## src/rtl/bsc_pkg.sv

```systemverilog
// Package: shared types for the bounded scan counter.
// Assumes: one control state register per counter instance.
package bsc_pkg;
    typedef enum logic [1:0] {
        ST_IDLE = 2'd0,   // reset, nothing loaded yet
        ST_RUN  = 2'd1,   // sweeping toward the stop bound
        ST_DONE = 2'd2    // bound reached, holding
    } bsc_state_e;
endpackage

```

## src/rtl/bsc_match.sv

```systemverilog
// Module: bsc_match
// Purpose: equality comparator between two CNT_W-bit values.
// Assumes: purely combinational, no registers.
module bsc_match #(
    parameter int CNT_W = 4
) (
    input  logic [CNT_W-1:0] a_val,
    input  logic [CNT_W-1:0] b_val,
    output logic             equal
);
    // compare the two operands bit for bit
    always_comb begin
        equal = (a_val == b_val);
    end
endmodule

```

## src/rtl/bsc_step.sv

```systemverilog
// Module: bsc_step
// Purpose: forms the successor count (wrapping modulo 2^CNT_W) and flags
//          whether that successor lands on the captured bound.
// Assumes: the bound is held stable by the caller during a sweep.
module bsc_step #(
    parameter int CNT_W = 4
) (
    input  logic [CNT_W-1:0] cur_val,
    input  logic [CNT_W-1:0] bound_val,
    output logic [CNT_W-1:0] next_val,
    output logic             next_hits
);
    localparam logic [CNT_W-1:0] ONE = {{(CNT_W-1){1'b0}}, 1'b1};

    // increment with natural wrap
    always_comb begin
        next_val = cur_val + ONE;
    end

    bsc_match #(.CNT_W(CNT_W)) u_hit (
        .a_val (next_val),
        .b_val (bound_val),
        .equal (next_hits)
    );
endmodule

```

## src/rtl/bsc_ctrl.sv

```systemverilog
// Module: bsc_ctrl
// Purpose: idle / run / done sequencing for one counter. Decides whether
//          the count advances this cycle and when the sweep ends.
// Assumes: load has priority over count_en; reset is synchronous, active low.
module bsc_ctrl
    import bsc_pkg::*;
(
    input  logic       clk,
    input  logic       rst_n,
    input  logic       load,
    input  logic       count_en,
    input  logic       load_is_stop,
    input  logic       step_hits,
    output bsc_state_e state_q,
    output logic       advance
);
    // state register: load restarts, reaching the bound finishes
    always_ff @(posedge clk) begin
        if (!rst_n) begin
            state_q <= ST_IDLE;
        end else if (load) begin
            state_q <= load_is_stop ? ST_DONE : ST_RUN;
        end else if (state_q == ST_RUN && count_en && step_hits) begin
            state_q <= ST_DONE;
        end
    end

    // count advances only while running, enabled and not loading
    always_comb begin
        advance = (state_q == ST_RUN) && count_en && !load;
    end
endmodule

```

## src/rtl/bounded_scan_counter.sv

```systemverilog
// Module: bounded_scan_counter (top)
// Purpose: loadable up-counter that halts at a stop value captured on load.
//          Used in pairs for row/column subwindow addressing.
// Assumes: synchronous active-low reset; all outputs registered.
module bounded_scan_counter
    import bsc_pkg::*;
#(
    parameter int CNT_W = 4
) (
    input  logic             clk,
    input  logic             rst_n,
    input  logic             load,
    input  logic             count_en,
    input  logic [CNT_W-1:0] start_val,
    input  logic [CNT_W-1:0] stop_val,
    output logic [CNT_W-1:0] count_q,
    output logic             at_stop,
    output logic             running
);
    logic [CNT_W-1:0] stop_q;
    logic [CNT_W-1:0] next_val;
    logic             next_hits;
    logic             load_is_stop;
    logic             advance;
    bsc_state_e       state_q;

    bsc_match #(.CNT_W(CNT_W)) u_load_cmp (
        .a_val (start_val),
        .b_val (stop_val),
        .equal (load_is_stop)
    );

    bsc_step #(.CNT_W(CNT_W)) u_step (
        .cur_val   (count_q),
        .bound_val (stop_q),
        .next_val  (next_val),
        .next_hits (next_hits)
    );

    bsc_ctrl u_ctrl (
        .clk          (clk),
        .rst_n        (rst_n),
        .load         (load),
        .count_en     (count_en),
        .load_is_stop (load_is_stop),
        .step_hits    (next_hits),
        .state_q      (state_q),
        .advance      (advance)
    );

    // count register: reset, load start, or step
    always_ff @(posedge clk) begin
        if (!rst_n) begin
            count_q <= '0;
        end else if (load) begin
            count_q <= start_val;
        end else if (advance) begin
            count_q <= next_val;
        end
    end

    // bound register: captured only on load
    always_ff @(posedge clk) begin
        if (!rst_n) begin
            stop_q <= '0;
        end else if (load) begin
            stop_q <= stop_val;
        end
    end

    // status outputs decoded from the state register
    always_comb begin
        running = (state_q == ST_RUN);
        at_stop = (state_q == ST_DONE);
    end
endmodule

```

## config.mk

```make
export PLATFORM = sky130hd
export DESIGN_NAME = bounded_scan_counter
export DESIGN_NICKNAME = d
export VERILOG_FILES = /design/src/rtl/bsc_pkg.sv /design/src/rtl/bsc_match.sv /design/src/rtl/bsc_step.sv /design/src/rtl/bsc_ctrl.sv /design/src/rtl/bounded_scan_counter.sv
export SDC_FILE = /design/constraint.sdc
export NUM_CORES = 1
export LEC_CHECK = 0
export BUFFER_PORTS_ARGS = -buffer_cell sky130_fd_sc_hd__buf_4
export CAP_MARGIN = 10
export CORE_MARGIN = 2
export CORE_UTILIZATION = 38
export DETAILED_ROUTE_END_ITERATION = 12
export PLACE_DENSITY = 0.72
export SKIP_CTS_REPAIR_TIMING = 1
export SYNTH_ARGS = -nofsm -noshare
export SYNTH_HDL_FRONTEND = slang
export SYNTH_SLANG_ARGS = --single-unit
```

## constraint.sdc

```tcl
create_clock -name clk -period 1.93 [get_ports clk]
set_input_delay 0.0965 -clock clk [delete_from_list [all_inputs] [get_ports clk]]
set_output_delay 0.0965 -clock clk [all_outputs]
set_load 0.05 [all_outputs]
```

==> flow_metrics.tcl, run 1 <==
set metrics [dict create \
    design_area_sq_um 732 \
    fin_skew_ns 0.00364 \
    ys_async_sr_fraction_pct 0 \
    slew_viol_final 0 \
    setup_viol 0 \
    drt_iter0_markers 2 \
    cp.required_ns 2.10 \
    start_kind "flip-flop" \
    numCtsBuffers 3 \
    viasPerCell 4.99 \
    path_max_fanout 5 \
    hold_path.class "primary input to flip-flop" \
    wl_met1_microns 517 \
    p_clk_share_pct 34.0 \
    nNetsFinal 91 \
    p_leak_uw 0.000323 \
    maxUsedRoutingLayer "met4" \
    grt_pass1_wl_microns 1750 \
    maxCapViolations 0 \
    regToRegStartpoint "count_q[0]$_SDFFE_PN0P_" \
    ys_ff_latch 10 \
    p_switching_uw 158 \
    root_buffer "clkbuf_4" \
    combPwrFrac_pct 24.1 \
    power.density_mw_per_mm2 759 \
    antenna_found_initial 0 \
    first_pass_iters 3 \
    synthFlopType "dfxtp_1" \
    setup_tns_ns 0 \
    routedWlPerCell_microns 11.9 \
    min_path_cells 3 \
    post-route-min-period_ns 1.54 \
    yosys_warnings 0 \
    clk_latency_ns 0.27 \
    switching_share_pct 28.5 \
    globalRouteOverflowTotal 0 \
    io_buffers 17 \
    ant_nets 0 \
    cts_sinks 10 \
    cts_tree "done" \
    synth_cell_types 22 \
    status "completed" \
    reg2regPathDepth 5 \
    crit_chain "ha_1 -> xor3_1 -> nor4_2 -> a21oi_1 -> o21a_1" \
    gp_congestion 0.773 \
    r2r_end "u_ctrl.state_q[0]$_SDFFE_PN0P_" \
    dp_hpwl_microns 853 \
    syn_avg_cell_area_sq_um 9.72 \
    seqPwrFrac_pct 41.9 \
    wl_met2_microns 501 \
    max_freq_ghz 0.647 \
    core-area_sq_mm 0.00133 \
    io_pins 18 \
    syn_area_sq_um 554 \
    grt_max_degree 11 \
    finalHoldViolCount 0 \
    clk_pin_slew_worst_paths_ns 0.07 \
    post-route-drc-count 0 \
    rrSetupSlack_ns 0.39 \
    seq_area_frac_synth_pct 36.1 \
    peakVddDrop_uv 447 \
    dp_cells 88 \
    grt_pass1_vias 387 \
    n_fill_cell 133 \
    track_usage_pct 13.3 \
    synthCells 57 \
    grt_setup_unrepaired "false" \
    synth_edf_count 0 \
    holdPathEnd "stop_q[0]$_SDFFE_PN0P_" \
    fin_crit_sh_pct 80.1 \
    crit_path_end_kind "flip-flop" \
    cp.arrival_ns 1.71 \
    synth_nets 70 \
    start_util_pct 41.6 \
    die_w_microns 42.2 \
    worstMarginPinSlew_ns 0.253 \
    drive_gt1_share_pct 28.6 \
    met3_length_microns 70 \
    critPathKind "flip-flop to flip-flop" \
    relSlewSlack_pct 82.9 \
    p_int_uw 397 \
    rows 13 \
    min_from "stop_val[0]" \
    antenna_cells 0 \
    die-area_sq_mm 0.00178 \
    area_growth_pct 32.1 \
    max_stage_delay_ns 0.43 \
    cts.path.max_buffers 2 \
    vias 459 \
    cp_slowest_cell "dfxtp_1" \
    htreeDepth 1 \
    finalNonFillerCells 92 \
    wirelength_microns 1100 \
    die_y_microns 42.2 \
    place_area_sq_um 696 \
]
==> area by class of cell <==
cell class | instances | area, sq um | share of cell area, %
clock buffers | 4 | 36.3 | 4.96
inverters | 1 | 3.75 | 0.513
multi-input cells | 45 | 345 | 47.2
flip-flops and latches | 10 | 200 | 27.4
well taps | 15 | 18.8 | 2.56
repair buffers | 17 | 128 | 17.4
==> cell families after synthesis <==
kind of cell             Yosys count  share of synthesized area [%]
AO/OA/AOI/OAI                     10                           10.6
adder cells (fa/ha/maj)            1                           2.26
multiplexers                       5                           9.03
flip-flops                        10                           36.1
buffers and inverters              2                           1.58
AND/OR/NAND/NOR                   17                           18.7
XOR/XNOR                          12                           21.7
==> power groups by stage <==
stage / logic [uW] / clock network [uW] / registers [uW]
global placement: 133 / 0 / 237
global route: 142 / 203 / 235
CTS: 135 / 196 / 233
detailed placement: 134 / 0 / 238
floorplan: 70.9 / 0 / 255
finish: 134 / 189 / 233
==> synth_stat cells, types with 2 or more instances <==
cell type / n / area share, %
xor2_1: 2 / 3.2
o21ai_0: 4 / 3.6
a21oi_1: 3 / 2.7
dfxtp_1: 10 / 36
nand2_1: 3 / 2.0
and2_1: 2 / 2.3
mux2i_1: 5 / 9.0
nor2b_1: 6 / 6.8
xnor2_1: 9 / 14
==> critical path, delay by kind of cell (launching register included) <==
kind                       cells  cell delay [ns]
AOI/OAI and AO/OA              2             0.28
and+or+nand+nor                1             0.29
xor gates and xnor gates       1             0.23
DFF                            1             0.43
adders and majority gates      1             0.21
==> cells in the final DEF, fill, tap and decap left out <==
| cell | count |
|---|---|
| nor3b_1 | 1 |
| and2_1 | 2 |
| dfxtp_1 | 10 |
| xor3_1 | 1 |
| clkbuf_4 | 3 |
| nor4_2 | 1 |
| nand3b_1 | 1 |
| nor2_1 | 1 |
| inv_1 | 1 |
| o21ai_0 | 4 |
| xnor2_1 | 9 |
| nor2b_1 | 6 |
| clkbuf_8 | 1 |
| buf_4 | 17 |
| and3_1 | 1 |
| nand2_1 | 3 |
| nand3_1 | 1 |
| mux2i_1 | 5 |
| o21a_1 | 1 |
| ha_1 | 1 |
| a21oi_1 | 3 |
| a41oi_1 | 1 |
| a211oi_1 | 1 |
| xor2_1 | 2 |
==> flip-flops by register name (all words and copies together), names as in the netlist <==
| register | count |
|---|---|
| count_q | 4 |
| stop_q | 4 |
| u_ctrl.state_q | 2 |
==> through the flow <==
step	setup slack (ns)	total power [uW]	hold WS [ns]	utilization, %
after floorplan	0.110	326	0.214	-
after global placement	0.399	370	0.374	52.2
after detailed placement	0.388	372	0.376	52.2
after CTS	0.371	563	0.0998	54.9
after global routing	0.278	580	0.124	54.9
final	0.385	556	0.104	54.9
==> metal layers <==
| layer | up-vias | global-route usage, % |
|---|---|---|
| li1 | 235 | - |
| met3 | 2 | 3.88 |
| met1 | 208 | 17.2 |
| met5 | - | 0 |
| met4 | 0 | 9.38 |
| met2 | 14 | 18.5 |
==> worst max path at each step <==
stage,from,to,slack [ns]
2_1_floorplan,count_q[2]$_SDFFE_PN0P_,u_ctrl.state_q[0]$_SDFFE_PN0P_,0.11
3_3_place_gp,count_q[0]$_SDFFE_PN0P_,u_ctrl.state_q[1]$_SDFFE_PN0P_,0.40
3_5_place_dp,count_q[0]$_SDFFE_PN0P_,u_ctrl.state_q[1]$_SDFFE_PN0P_,0.39
4_1_cts,count_q[0]$_SDFFE_PN0P_,u_ctrl.state_q[1]$_SDFFE_PN0P_,0.37
5_1_grt,count_q[0]$_SDFFE_PN0P_,u_ctrl.state_q[1]$_SDFFE_PN0P_,0.28
6_report,count_q[0]$_SDFFE_PN0P_,u_ctrl.state_q[0]$_SDFFE_PN0P_,0.39
(Power assumes the default switching activity.)
==> inputs of run 2 (changes only) <==
--- a/config.mk
+++ b/config.mk
@@ -5,12 +5,13 @@
 export SDC_FILE = /design/constraint.sdc
 export NUM_CORES = 1
 export LEC_CHECK = 0
+export ABC_AREA = 1
 export BUFFER_PORTS_ARGS = -buffer_cell sky130_fd_sc_hd__buf_4
 export CAP_MARGIN = 10
 export CORE_MARGIN = 2
 export CORE_UTILIZATION = 38
 export DETAILED_ROUTE_END_ITERATION = 12
-export PLACE_DENSITY = 0.72
+export PLACE_DENSITY = 0.71
 export SKIP_CTS_REPAIR_TIMING = 1
 export SYNTH_ARGS = -nofsm -noshare
 export SYNTH_HDL_FRONTEND = slang
==> constraint.sdc (replaced) <==
create_clock -name clk -period 1.5 [get_ports clk]
set_input_delay 0.075 -clock clk [delete_from_list [all_inputs] [get_ports clk]]
set_output_delay 0.075 -clock clk [all_outputs]
set_load 0.05 [all_outputs]
==> run 2 against run 1 <==
Power grew 21%. Non-clock buffer count is the same. Clock skew grew 0.00080 ns. Register-to-register slack lost 0.22 ns. Largest power group unchanged.
==> flow_metrics.tcl, run 2 <==
set metrics [dict create \
    seq_area_frac_synth_pct 34.7 \
    synth_edf_count 0 \
    whs_ns 0.0543 \
    post-route-min-period_ns 1.34 \
    status "completed" \
    maxCapViolations 0 \
    die-area_sq_mm 0.00185 \
    crit_chain "ha_1 -> xnor2_1 -> nand3_1 -> nor2_1 -> nand2_1 -> nand3_1 -> nand3_1 -> inv_1" \
    mostFrequentLayoutCell "buf_4" \
    yosys_warnings 0 \
    nNetsFinal 121 \
    path_max_fanout 8 \
    root_buffer "clkbuf_4" \
    start_util_pct 39.2 \
    n_fill_cell 156 \
    slew_viol_final 0 \
    fin_crit_sh_pct 89.2 \
    max_freq_ghz 0.747 \
    syn_area_sq_um 577 \
    ant_nets 0 \
    cp.arrival_ns 1.55 \
    first_pass_iters 4 \
    finalHoldViolCount 0 \
    synthMostInstantiatedCell "nand2_1" \
    hold_path.class "primary input to flip-flop" \
    path_delay_family "simple AND/OR/NAND/NOR gates" \
    synth_nets 101 \
    peakVddDrop_uv 401 \
    cts_sinks 10 \
    antenna_cells 0 \
    layout_top_registers "count_q (4), stop_q (4), u_ctrl.state_q (2)" \
    io_pins 18 \
    grt_pass1_vias 520 \
    cts.path.max_buffers 2 \
    die_y_microns 43.0 \
    numCtsBuffers 3 \
    worstMarginPinSlew_ns 0.336 \
    max_stage_delay_ns 0.36 \
    ys_ff_latch 10 \
    gp_congestion 0.756 \
    cp_slowest_cell "dfxtp_2" \
    dp_hpwl_microns 986 \
    area_growth_pct 28.2 \
    p_leak_uw 0.000367 \
    power.density_mw_per_mm2 909 \
    synthCells 88 \
    vias 594 \
    drt_iter0_markers 13 \
    holdPathEnd "stop_q[1]$_SDFFE_PN0P_" \
    globalRouteOverflowTotal 0 \
    die_w_microns 43.0 \
    yosys-top-cells-count "nand2_1, inv_1, dfxtp_1, nand3_1, nor2_1" \
    rrSetupSlack_ns 0.16 \
    synth_cell_types 18 \
    cp.required_ns 1.71 \
    viasPerCell 4.87 \
    start_kind "flip-flop" \
    core-area_sq_mm 0.00147 \
    min_from "stop_val[1]" \
    ys_async_sr_fraction_pct 0 \
    fin_skew_ns 0.00443 \
    routedWlPerCell_microns 10.1 \
    antenna_found_initial 0 \
    min_path_cells 3 \
    reg2regPathDepth 8 \
    clk_pin_slew_worst_paths_ns 0.06 \
    syn_avg_cell_area_sq_um 6.55 \
    grt_max_degree 14 \
    synthFlopType "dfxtp_1" \
    synth.top_cells.by_area "dfxtp_1, nand2_1, inv_1" \
    yosysTopAreaCell "dfxtp_1" \
    wirelength_microns 1230 \
    grt_pass1_wl_microns 2060 \
    rows 14 \
    crit_path_end_kind "flip-flop" \
    track_usage_pct 15.7 \
    cts_tree "done" \
    synth_top_area_share_pct 34.7 \
    htreeDepth 1 \
    cpMostUsedCell "nand3_1" \
    io_buffers 17 \
    setup_tns_ns 0 \
    post-route-drc-count 0 \
    critPathKind "flip-flop to flip-flop" \
    grt_setup_unrepaired "false" \
    path_buf_inv 1 \
    clk_latency_ns 0.26 \
    regToRegStartpoint "count_q[0]$_SDFFE_PN0P_" \
    relSlewSlack_pct 77.6 \
    setup_viol 0 \
    drive_gt1_share_pct 21.7 \
    mostFrequentLayoutCells "buf_4, nand2_1, inv_1" \
    r2r_end "u_ctrl.state_q[1]$_SDFFE_PN0P_" \
]
## run 2: final cells by class
class,instances,area (sq um),share of cell area (%)
tap,16,20.0,2.71
timing repair buffer,17,128,17.3
multi-input combinational,61,310,42.0
sequential,10,203,27.4
clock buffer,3,22.5,3.05
inverter,15,56.3,7.61
## run 2: tightest hold or removal path, cell delays in order
cell	delay [ns]
buf_4	0.09
nor2_1	0.04
nor2_1	0.08
## run 2: worst max path at each step
stage,from,to,slack (ns),cells past startpoint
2_1_floorplan,count_q[2]$_SDFFE_PN0P_,u_ctrl.state_q[1]$_SDFFE_PN0P_,0.07,9
3_3_place_gp,count_q[0]$_SDFFE_PN0P_,u_ctrl.state_q[0]$_SDFFE_PN0P_,0.23,7
3_5_place_dp,count_q[0]$_SDFFE_PN0P_,u_ctrl.state_q[1]$_SDFFE_PN0P_,0.18,8
4_1_cts,count_q[0]$_SDFFE_PN0P_,u_ctrl.state_q[1]$_SDFFE_PN0P_,0.16,8
5_1_grt,count_q[0]$_SDFFE_PN0P_,u_ctrl.state_q[1]$_SDFFE_PN0P_,0.07,11
6_report,count_q[0]$_SDFFE_PN0P_,u_ctrl.state_q[1]$_SDFFE_PN0P_,0.16,8
## run 2: per-layer routing
metal	GRT usage [%]	part of all wire (%)	wire length [microns]	vias to the layer above
met4	10.9	1.1	14	0
met1	17.2	46	565	253
met2	24.5	48	595	15
met3	6.38	4.5	55	2
li1	-	-	-	324
met5	0	0	0	-
## run 2: cells by family after synthesis
group,share of synthesized area (%)
AO/OA/AOI/OAI,13.9
XOR/XNOR,7.59
adder cells (fa/ha/maj),2.17
buffers and inverters,11.5
flip-flops,34.7
AND/OR/NAND/NOR,30.2
## run 2: per-stage QoR
step                      instance area [sq um]  setup WS, ns  power, uW  cells  util (%)
after floorplan                             579        0.0700        436     88         -
after global placement                      717         0.230        497    119      48.7
after detailed placement                    717         0.182        499    119      48.7
after CTS                                   739         0.155        683    122      50.3
after global routing                        739        0.0671        717    122      50.3
final                                       739         0.162        672    122      50.3
## run 2: where the power goes
part / switching [uW] / internal [uW]
Clock: 86.7 / 92.5
Sequential: 18.7 / 287
Combinational: 114 / 74.5
